`config.mk`:
```
export PLATFORM = sky130hd
export DESIGN_NAME = mdio_mgmt_master
export DESIGN_NICKNAME = d
export VERILOG_FILES = /design/src/rtl/mdio_pkg.sv /design/src/rtl/mdio_clkgen.sv /design/src/rtl/mdio_frame_engine.sv /design/src/rtl/mdio_mgmt_master.sv
export SDC_FILE = /design/constraint.sdc
export NUM_CORES = 1
export LEC_CHECK = 0
export BUFFER_PORTS_ARGS = -buffer_cell sky130_fd_sc_hd__buf_2
export CAP_MARGIN = 20
export CORE_MARGIN = 10
export CORE_UTILIZATION = 55
export CTS_CLUSTER_DIAMETER = 60
export DETAILED_ROUTE_END_ITERATION = 10
export HOLD_SLACK_MARGIN = 0.08
export PLACE_DENSITY_LB_ADDON = 0.08
export SLEW_MARGIN = 20
export SYNTH_ARGS = -nofsm -noshare
export SYNTH_HDL_FRONTEND = slang
export SYNTH_HIERARCHICAL = 1
export SYNTH_SLANG_ARGS = --single-unit
```
`constraint.sdc`:
```
create_clock -name clk -period 5.85 [get_ports clk]
set_input_delay 0.8775 -clock clk [delete_from_list [all_inputs] [get_ports clk]]
set_output_delay 0.8775 -clock clk [all_outputs]
set_load 0.05 [all_outputs]
```
`src/rtl/mdio_pkg.sv`:
```
package mdio_pkg;
  localparam int DATA_W     = 16;
  localparam int FRAME_BITS = 64;
  localparam int DRIVE_RD   = 46;  // bits driven by master on a read
  localparam int TA2_BIT    = 47;
  localparam int DATA_BIT0  = 48;

  localparam logic [4:0] OFS_CMD   = 5'h00;
  localparam logic [4:0] OFS_ADDR  = 5'h04;
  localparam logic [4:0] OFS_WDATA = 5'h08;
  localparam logic [4:0] OFS_RDATA = 5'h0C;
  localparam logic [4:0] OFS_STAT  = 5'h10;
  localparam int START_BIT = 14;

  typedef struct packed {
    logic [1:0] sel;
    logic [1:0] op;
    logic [4:0] port;
    logic [4:0] dev;
  } mgmt_cmd_t;

  function automatic logic cmd_is_read(mgmt_cmd_t c);
    return (c.sel == 2'd1) ? (c.op == 2'd2) : c.op[1];
  endfunction

  function automatic logic cmd_uses_addr(mgmt_cmd_t c);
    return (c.sel == 2'd0) && (c.op == 2'd0);
  endfunction

  function automatic logic cmd_post_inc(mgmt_cmd_t c);
    return (c.sel == 2'd0) && (c.op == 2'd2);
  endfunction

  function automatic logic [FRAME_BITS-1:0] build_frame(mgmt_cmd_t c,
                                                        logic [DATA_W-1:0] d);
    return {32'hFFFF_FFFF, c.sel, c.op, c.port, c.dev, 2'b10, d};
  endfunction
endpackage

```
`src/rtl/mdio_clkgen.sv`:
```
module mdio_clkgen #(
  parameter int HALF_DIV = 4
) (
  input  logic clk,
  input  logic rst_n,
  input  logic run,
  output logic mdc,
  output logic rise,
  output logic fall
);
  localparam int CW = (HALF_DIV > 2) ? $clog2(HALF_DIV) : 1;
  localparam logic [CW-1:0] LAST = CW'(HALF_DIV - 1);

  logic [CW-1:0] cnt;
  logic          tick;

  assign tick = run && (cnt == LAST);
  assign rise = tick && !mdc;
  assign fall = tick && mdc;

  always_ff @(posedge clk or negedge rst_n) begin
    if (!rst_n) begin
      cnt <= '0;
      mdc <= 1'b0;
    end else if (!run) begin
      cnt <= '0;
      mdc <= 1'b0;
    end else if (tick) begin
      cnt <= '0;
      mdc <= !mdc;
    end else begin
      cnt <= cnt + 1'b1;
    end
  end
endmodule

```
`src/rtl/mdio_frame_engine.sv`:
```
module mdio_frame_engine
  import mdio_pkg::*;
(
  input  logic              clk,
  input  logic              rst_n,
  input  logic              go,
  input  mgmt_cmd_t         cmd,
  input  logic [DATA_W-1:0] tx_data,
  input  logic              rise,
  input  logic              fall,
  input  logic              mdio_i,
  output logic              run,
  output logic              mdio_o,
  output logic              mdio_oe,
  output logic              done,
  output logic              rd_frame,
  output logic [5:0]        bit_idx,
  output logic [DATA_W-1:0] rd_data,
  output logic              ta_err
);
  logic [FRAME_BITS-1:0] shreg;
  logic [6:0]            nxt_idx;

  assign nxt_idx = {1'b0, bit_idx} + 7'd1;
  assign done    = run && fall && (bit_idx == 6'd63);
  assign mdio_o  = mdio_oe && shreg[FRAME_BITS-1];

  always_ff @(posedge clk or negedge rst_n) begin
    if (!rst_n) begin
      run      <= 1'b0;
      shreg    <= '0;
      bit_idx  <= '0;
      rd_frame <= 1'b0;
      mdio_oe  <= 1'b0;
      rd_data  <= '0;
      ta_err   <= 1'b0;
    end else if (go) begin
      run      <= 1'b1;
      shreg    <= build_frame(cmd, tx_data);
      bit_idx  <= '0;
      rd_frame <= cmd_is_read(cmd);
      mdio_oe  <= 1'b1;
      ta_err   <= 1'b0;
    end else if (run) begin
      if (fall) begin
        if (bit_idx == 6'd63) begin
          run     <= 1'b0;
          mdio_oe <= 1'b0;
        end else begin
          shreg   <= {shreg[FRAME_BITS-2:0], 1'b0};
          bit_idx <= nxt_idx[5:0];
          mdio_oe <= rd_frame ? (nxt_idx < 7'(DRIVE_RD)) : 1'b1;
        end
      end
      if (rise && rd_frame) begin
        if (bit_idx == 6'(TA2_BIT)) ta_err <= mdio_i;
        if (bit_idx >= 6'(DATA_BIT0)) rd_data <= {rd_data[DATA_W-2:0], mdio_i};
      end
    end
  end
endmodule

```
`src/rtl/mdio_mgmt_master.sv`:
```
module mdio_mgmt_master
  import mdio_pkg::*;
#(
  parameter int HALF_DIV = 4
) (
  input  logic        clk,
  input  logic        rst_n,
  input  logic        reg_we,
  input  logic [4:0]  reg_addr,
  input  logic [15:0] reg_wdata,
  output logic [15:0] reg_rdata,
  output logic        mdc,
  output logic        mdio_o,
  output logic        mdio_oe,
  input  logic        mdio_i
);
  mgmt_cmd_t         cmd_q, cmd_new;
  logic              start_q;
  logic [DATA_W-1:0] addr_q, wdata_q, rdata_q;
  logic              err_q;

  // named events for the checker
  logic              cmd_wr, addr_wr, go, frame_done, busy, inc_on_done;
  logic              clk_run, mdc_rise, mdc_fall, rd_frame, ta_err;
  logic [5:0]        bit_idx;
  logic [DATA_W-1:0] rx_data, tx_data;

  assign cmd_new     = mgmt_cmd_t'(reg_wdata[13:0]);
  assign cmd_wr      = reg_we && (reg_addr == OFS_CMD) && !start_q;
  assign addr_wr     = reg_we && (reg_addr == OFS_ADDR);
  assign go          = cmd_wr && reg_wdata[START_BIT];
  assign busy        = start_q;
  assign inc_on_done = frame_done && cmd_post_inc(cmd_q);
  assign tx_data     = cmd_uses_addr(cmd_new) ? addr_q : wdata_q;

  mdio_clkgen #(.HALF_DIV(HALF_DIV)) u_clk (
    .clk(clk), .rst_n(rst_n), .run(clk_run),
    .mdc(mdc), .rise(mdc_rise), .fall(mdc_fall)
  );

  mdio_frame_engine u_eng (
    .clk(clk), .rst_n(rst_n), .go(go), .cmd(cmd_new), .tx_data(tx_data),
    .rise(mdc_rise), .fall(mdc_fall), .mdio_i(mdio_i),
    .run(clk_run), .mdio_o(mdio_o), .mdio_oe(mdio_oe), .done(frame_done),
    .rd_frame(rd_frame), .bit_idx(bit_idx), .rd_data(rx_data), .ta_err(ta_err)
  );

  always_ff @(posedge clk or negedge rst_n) begin
    if (!rst_n) begin
      cmd_q   <= '0;
      start_q <= 1'b0;
      addr_q  <= '0;
      wdata_q <= '0;
      rdata_q <= '0;
      err_q   <= 1'b0;
    end else begin
      if (cmd_wr) begin
        cmd_q   <= cmd_new;
        start_q <= reg_wdata[START_BIT];
      end else if (frame_done) begin
        start_q <= 1'b0;
      end
      if (reg_we && reg_addr == OFS_WDATA) wdata_q <= reg_wdata;
      if (addr_wr)          addr_q <= reg_wdata;
      else if (inc_on_done) addr_q <= addr_q + 1'b1;
      if (frame_done && rd_frame) begin
        rdata_q <= rx_data;
        err_q   <= ta_err;
      end
    end
  end

  always_comb begin
    case (reg_addr)
      OFS_CMD:   reg_rdata = {1'b0, start_q, cmd_q};
      OFS_ADDR:  reg_rdata = addr_q;
      OFS_WDATA: reg_rdata = wdata_q;
      OFS_RDATA: reg_rdata = rdata_q;
      OFS_STAT:  reg_rdata = {15'd0, err_q};
      default:   reg_rdata = '0;
    endcase
  end
endmodule

```
==> flow_metrics.py <==
metrics = {
    "critical_path": {
        "worstSetupEndpoint": "reg_rdata[6]",
        "cp-end-kind": "output port",
        "startpoint": "reg_addr[1]",
        "reg2reg_from": "u_clk/cnt[0]",
        "r2r_cells": 10,
        "crit_required_ps": 4970,
        "critPathMaxFanout": 16,
        "rrSetupSlack_ps": 2990,
        "cp-start-kind": "primary input",
        "critPathArrivalTime_ps": 2560,
        "worstSetupPathType": "primary input to output port",
        "r2r_end": "addr_q[15]",
    },
    "grt": {
        "grt_pass1_wl_um": 26900,
        "grt.total_usage_pct": 18.3,
        "grt.overflow.total": 0,
        "grt_max_degree": 97,
        "antenna_found_initial": 0,
        "grt_pass1_vias": 5146,
    },
    "routing": {
        "vias": 5011,
        "wl_per_cell_um": 18.2,
        "first_pass_iters": 4,
        "detail_route.vias_per_cell": 5.69,
        "drc_errors": 0,
        "initialDrtViolationCount": 369,
        "detail-route-antenna-nets": 0,
        "wirelength_um": 16000,
    },
    "synth": {
        "seq_area_frac_synth_pct": 52.7,
        "syn_area_um2": 7450,
        "yosysWarningCount": 6,
        "synthDistinctLibCells": 57,
        "syn_inst": 658,
        "synth_ff_type": "dfrtp_1",
        "syn_nets": 686,
        "synthArstFlopShare_pct": 100,
        "synth_edf_count": 0,
        "avgSynthCellArea_um2": 11.3,
        "ys_seq_elements": 157,
    },
    "floorplanning": {
        "die_h_um": 136,
        "dieArea_um2": 18600,
        "fp.coreArea_um2": 13200,
        "initial_core_util_pct": 56.3,
        "fp.dieW_um": 136,
        "num_rows": 42,
        "ios": 44,
    },
    "cts": {
        "clkSinkCount": 157,
        "path_clk_slew_ps": 60,
        "clock_latency_ps": 430,
        "clock-root-buffer": "clkbuf_16",
        "cts-buffers-inserted": 17,
        "clockBufferDepth": 2,
        "htreeDepth": 4,
        "cts_tree": "yes",
        "post_cts_resized": 0,
        "cts_setup_buffers": 0,
        "ctsHoldBuffers": 0,
    },
    "pwr": {
        "seq_power_share_pct": 47.8,
        "switchingPower_uw": 714,
        "combPwrFrac_pct": 10.9,
        "internal-power_uw": 2040,
        "irDropWorstVdd_v": 0.000274,
        "clockPowerShare_pct": 41.3,
        "p_sw_share_pct": 25.9,
        "p_leak_uw": 0.00369,
        "power_per_cell_area_nw_per_um2": 328,
    },
    "status": {
        "run_status": "complete, no violations",
    },
    "placed_design": {
        "gp_congestion": 0.858,
        "io_buffer_count": 43,
        "post-dp-hpwl_um": 10800,
    },
    "min_path": {
        "min_from": "u_clk/cnt[0]",
        "hp-class": "flip-flop to flip-flop",
        "worstHoldPathCells": 1,
    },
    "sta": {
        "skew_ps": 9.23,
        "rsz0062_at_grt": "no",
        "max-slew-margin-rel_pct": 33.7,
        "finalCriticalPeriod_ps": 3440,
        "fin_setup_tns_ps": 0,
        "setup_viol": 0,
        "hold_violations": 0,
        "fin_crit_sh_pct": 58.8,
        "drv_slew": 0,
        "fmax_mhz": 291,
        "hold_slack_ps": 460,
        "max_slew.worst_pin.slew_ps": 992,
    },
    "finish": {
        "multiInputGateArea_um2": 3280,
        "fill_cells": 1071,
        "seqCellArea_um2": 3930,
        "layout_common_cells": "dfrtp_1, nand2_1, mux2_2",
        "syn_to_final_growth_pct": 12.7,
        "antenna_cells": 0,
        "final_common_cell": "dfrtp_1",
        "drive_gt1_share_pct": 24.6,
        "finalNetCount": 719,
    },
    "job": {
        "cap_viol_max_count": 0,
    },
}
## cells by family (layout without fill, tap and decap cells)
kind of cell               after synthesis  in the layout  share of synthesized area, %
adders and majority gates                3              3                         0.504
xor gates and xnor gates                17             17                          2.00
muxes                                  112            112                          16.4
DFF                                    157            157                          52.7
and+or+nand+nor                        223            223                          15.8
AOI/OAI and AO/OA                       98             98                          9.05
buffers and inverters                   48             94                          3.52
## state kept, by name (all words and copies together) (netlist names)
register,count
u_eng/run,1
u_eng/bit_idx,6
u_eng/rd_frame,1
u_eng/mdio_oe,1
u_eng/rd_data,16
err_q,1
u_clk/mdc,1
rdata_q,16
cmd_q,14
wdata_q,16
u_eng/ta_err,1
u_eng/shreg,64
busy,1
u_clk/cnt,2
addr_q,16
## critical path, cell delays in order
cell and delay [ps]:
buf_2 110, nor3_2 260, and3b_1 610, a22o_1 290, a221o_1 140, buf_2 270
## how the worst min path moves through the flow
stage	slack, ps	endpoint
after global placement	420	u_clk/cnt[0]
after CTS	470	u_clk/cnt[0]
after detailed placement	460	u_clk/cnt[0]
final	460	u_clk/cnt[0]
after global routing	490	u_clk/cnt[0]
after floorplan	410	u_clk/cnt[0]
## cell usage after synthesis, types with 2 or more instances
library cell,n,area share [%]
dfrtp_1,157,53
nand2_1,114,5.7
mux2_2,71,11
nand3b_1,34,3.4
mux2i_1,31,4.2
o21ai_1,30,2.0
nor2_1,24,1.2
a21oi_1,19,1.3
a221o_1,15,2.0
a22o_1,15,1.8
clkbuf_1,15,0.76
xnor2_1,13,1.5
buf_2,11,0.74
mux2_1,10,1.5
inv_1,8,0.40
nand3_1,7,0.47
buf_4,6,0.60
buf_6,6,0.91
nor3_1,6,0.40
o21ai_0,5,0.34
and2_1,4,0.34
and3_1,4,0.34
and3b_1,4,0.47
nand4_1,4,0.34
xor2_1,4,0.47
a21o_1,3,0.30
ha_1,3,0.50
nor3b_4,3,0.76
nor4_1,3,0.25
a31oi_1,2,0.17
## power by group through the flow
| stage | Combinational, uW | Sequential [uW] | Clock, uW |
|---|---|---|---|
| 5_1_grt | 337 | 1340 | 1210 |
| 6_report | 301 | 1320 | 1140 |
| 2_1_floorplan | 225 | 1300 | 0 |
| 3_5_place_dp | 300 | 1330 | 0 |
| 4_1_cts | 304 | 1320 | 1160 |
| 3_3_place_gp | 293 | 1330 | 0 |
## through the flow
stage	setup slack, ps	total power (uW)	util, %	cells	area (um2)
floorplan	2820	1520	-	658	7450
global placement	2120	1620	58.5	846	7740
detailed placement	2000	1630	58.7	847	7770
CTS	2410	2780	63.4	879	8390
global route	2290	2880	63.4	880	8400
finish	2410	2760	63.4	880	8400
## area by class of cell
class	instances	area share, %
clock buffers	19	5.39
inverters	8	0.357
multi-input cells	453	39.0
flip-flops and latches	157	46.8
clock inverters	13	1.97
well taps	176	2.62
repair buffers	54	3.90
## per-layer routing
metal,vias to the layer above,share of wire [%],global-route usage [%]
met3,19,4.0,5.02
li1,2398,-,-
met4,0,1.2,6.39
met5,-,0,0
met2,70,48,29.2
met1,2524,46,23.6
Note: power is estimated with default switching activity, not from simulation.
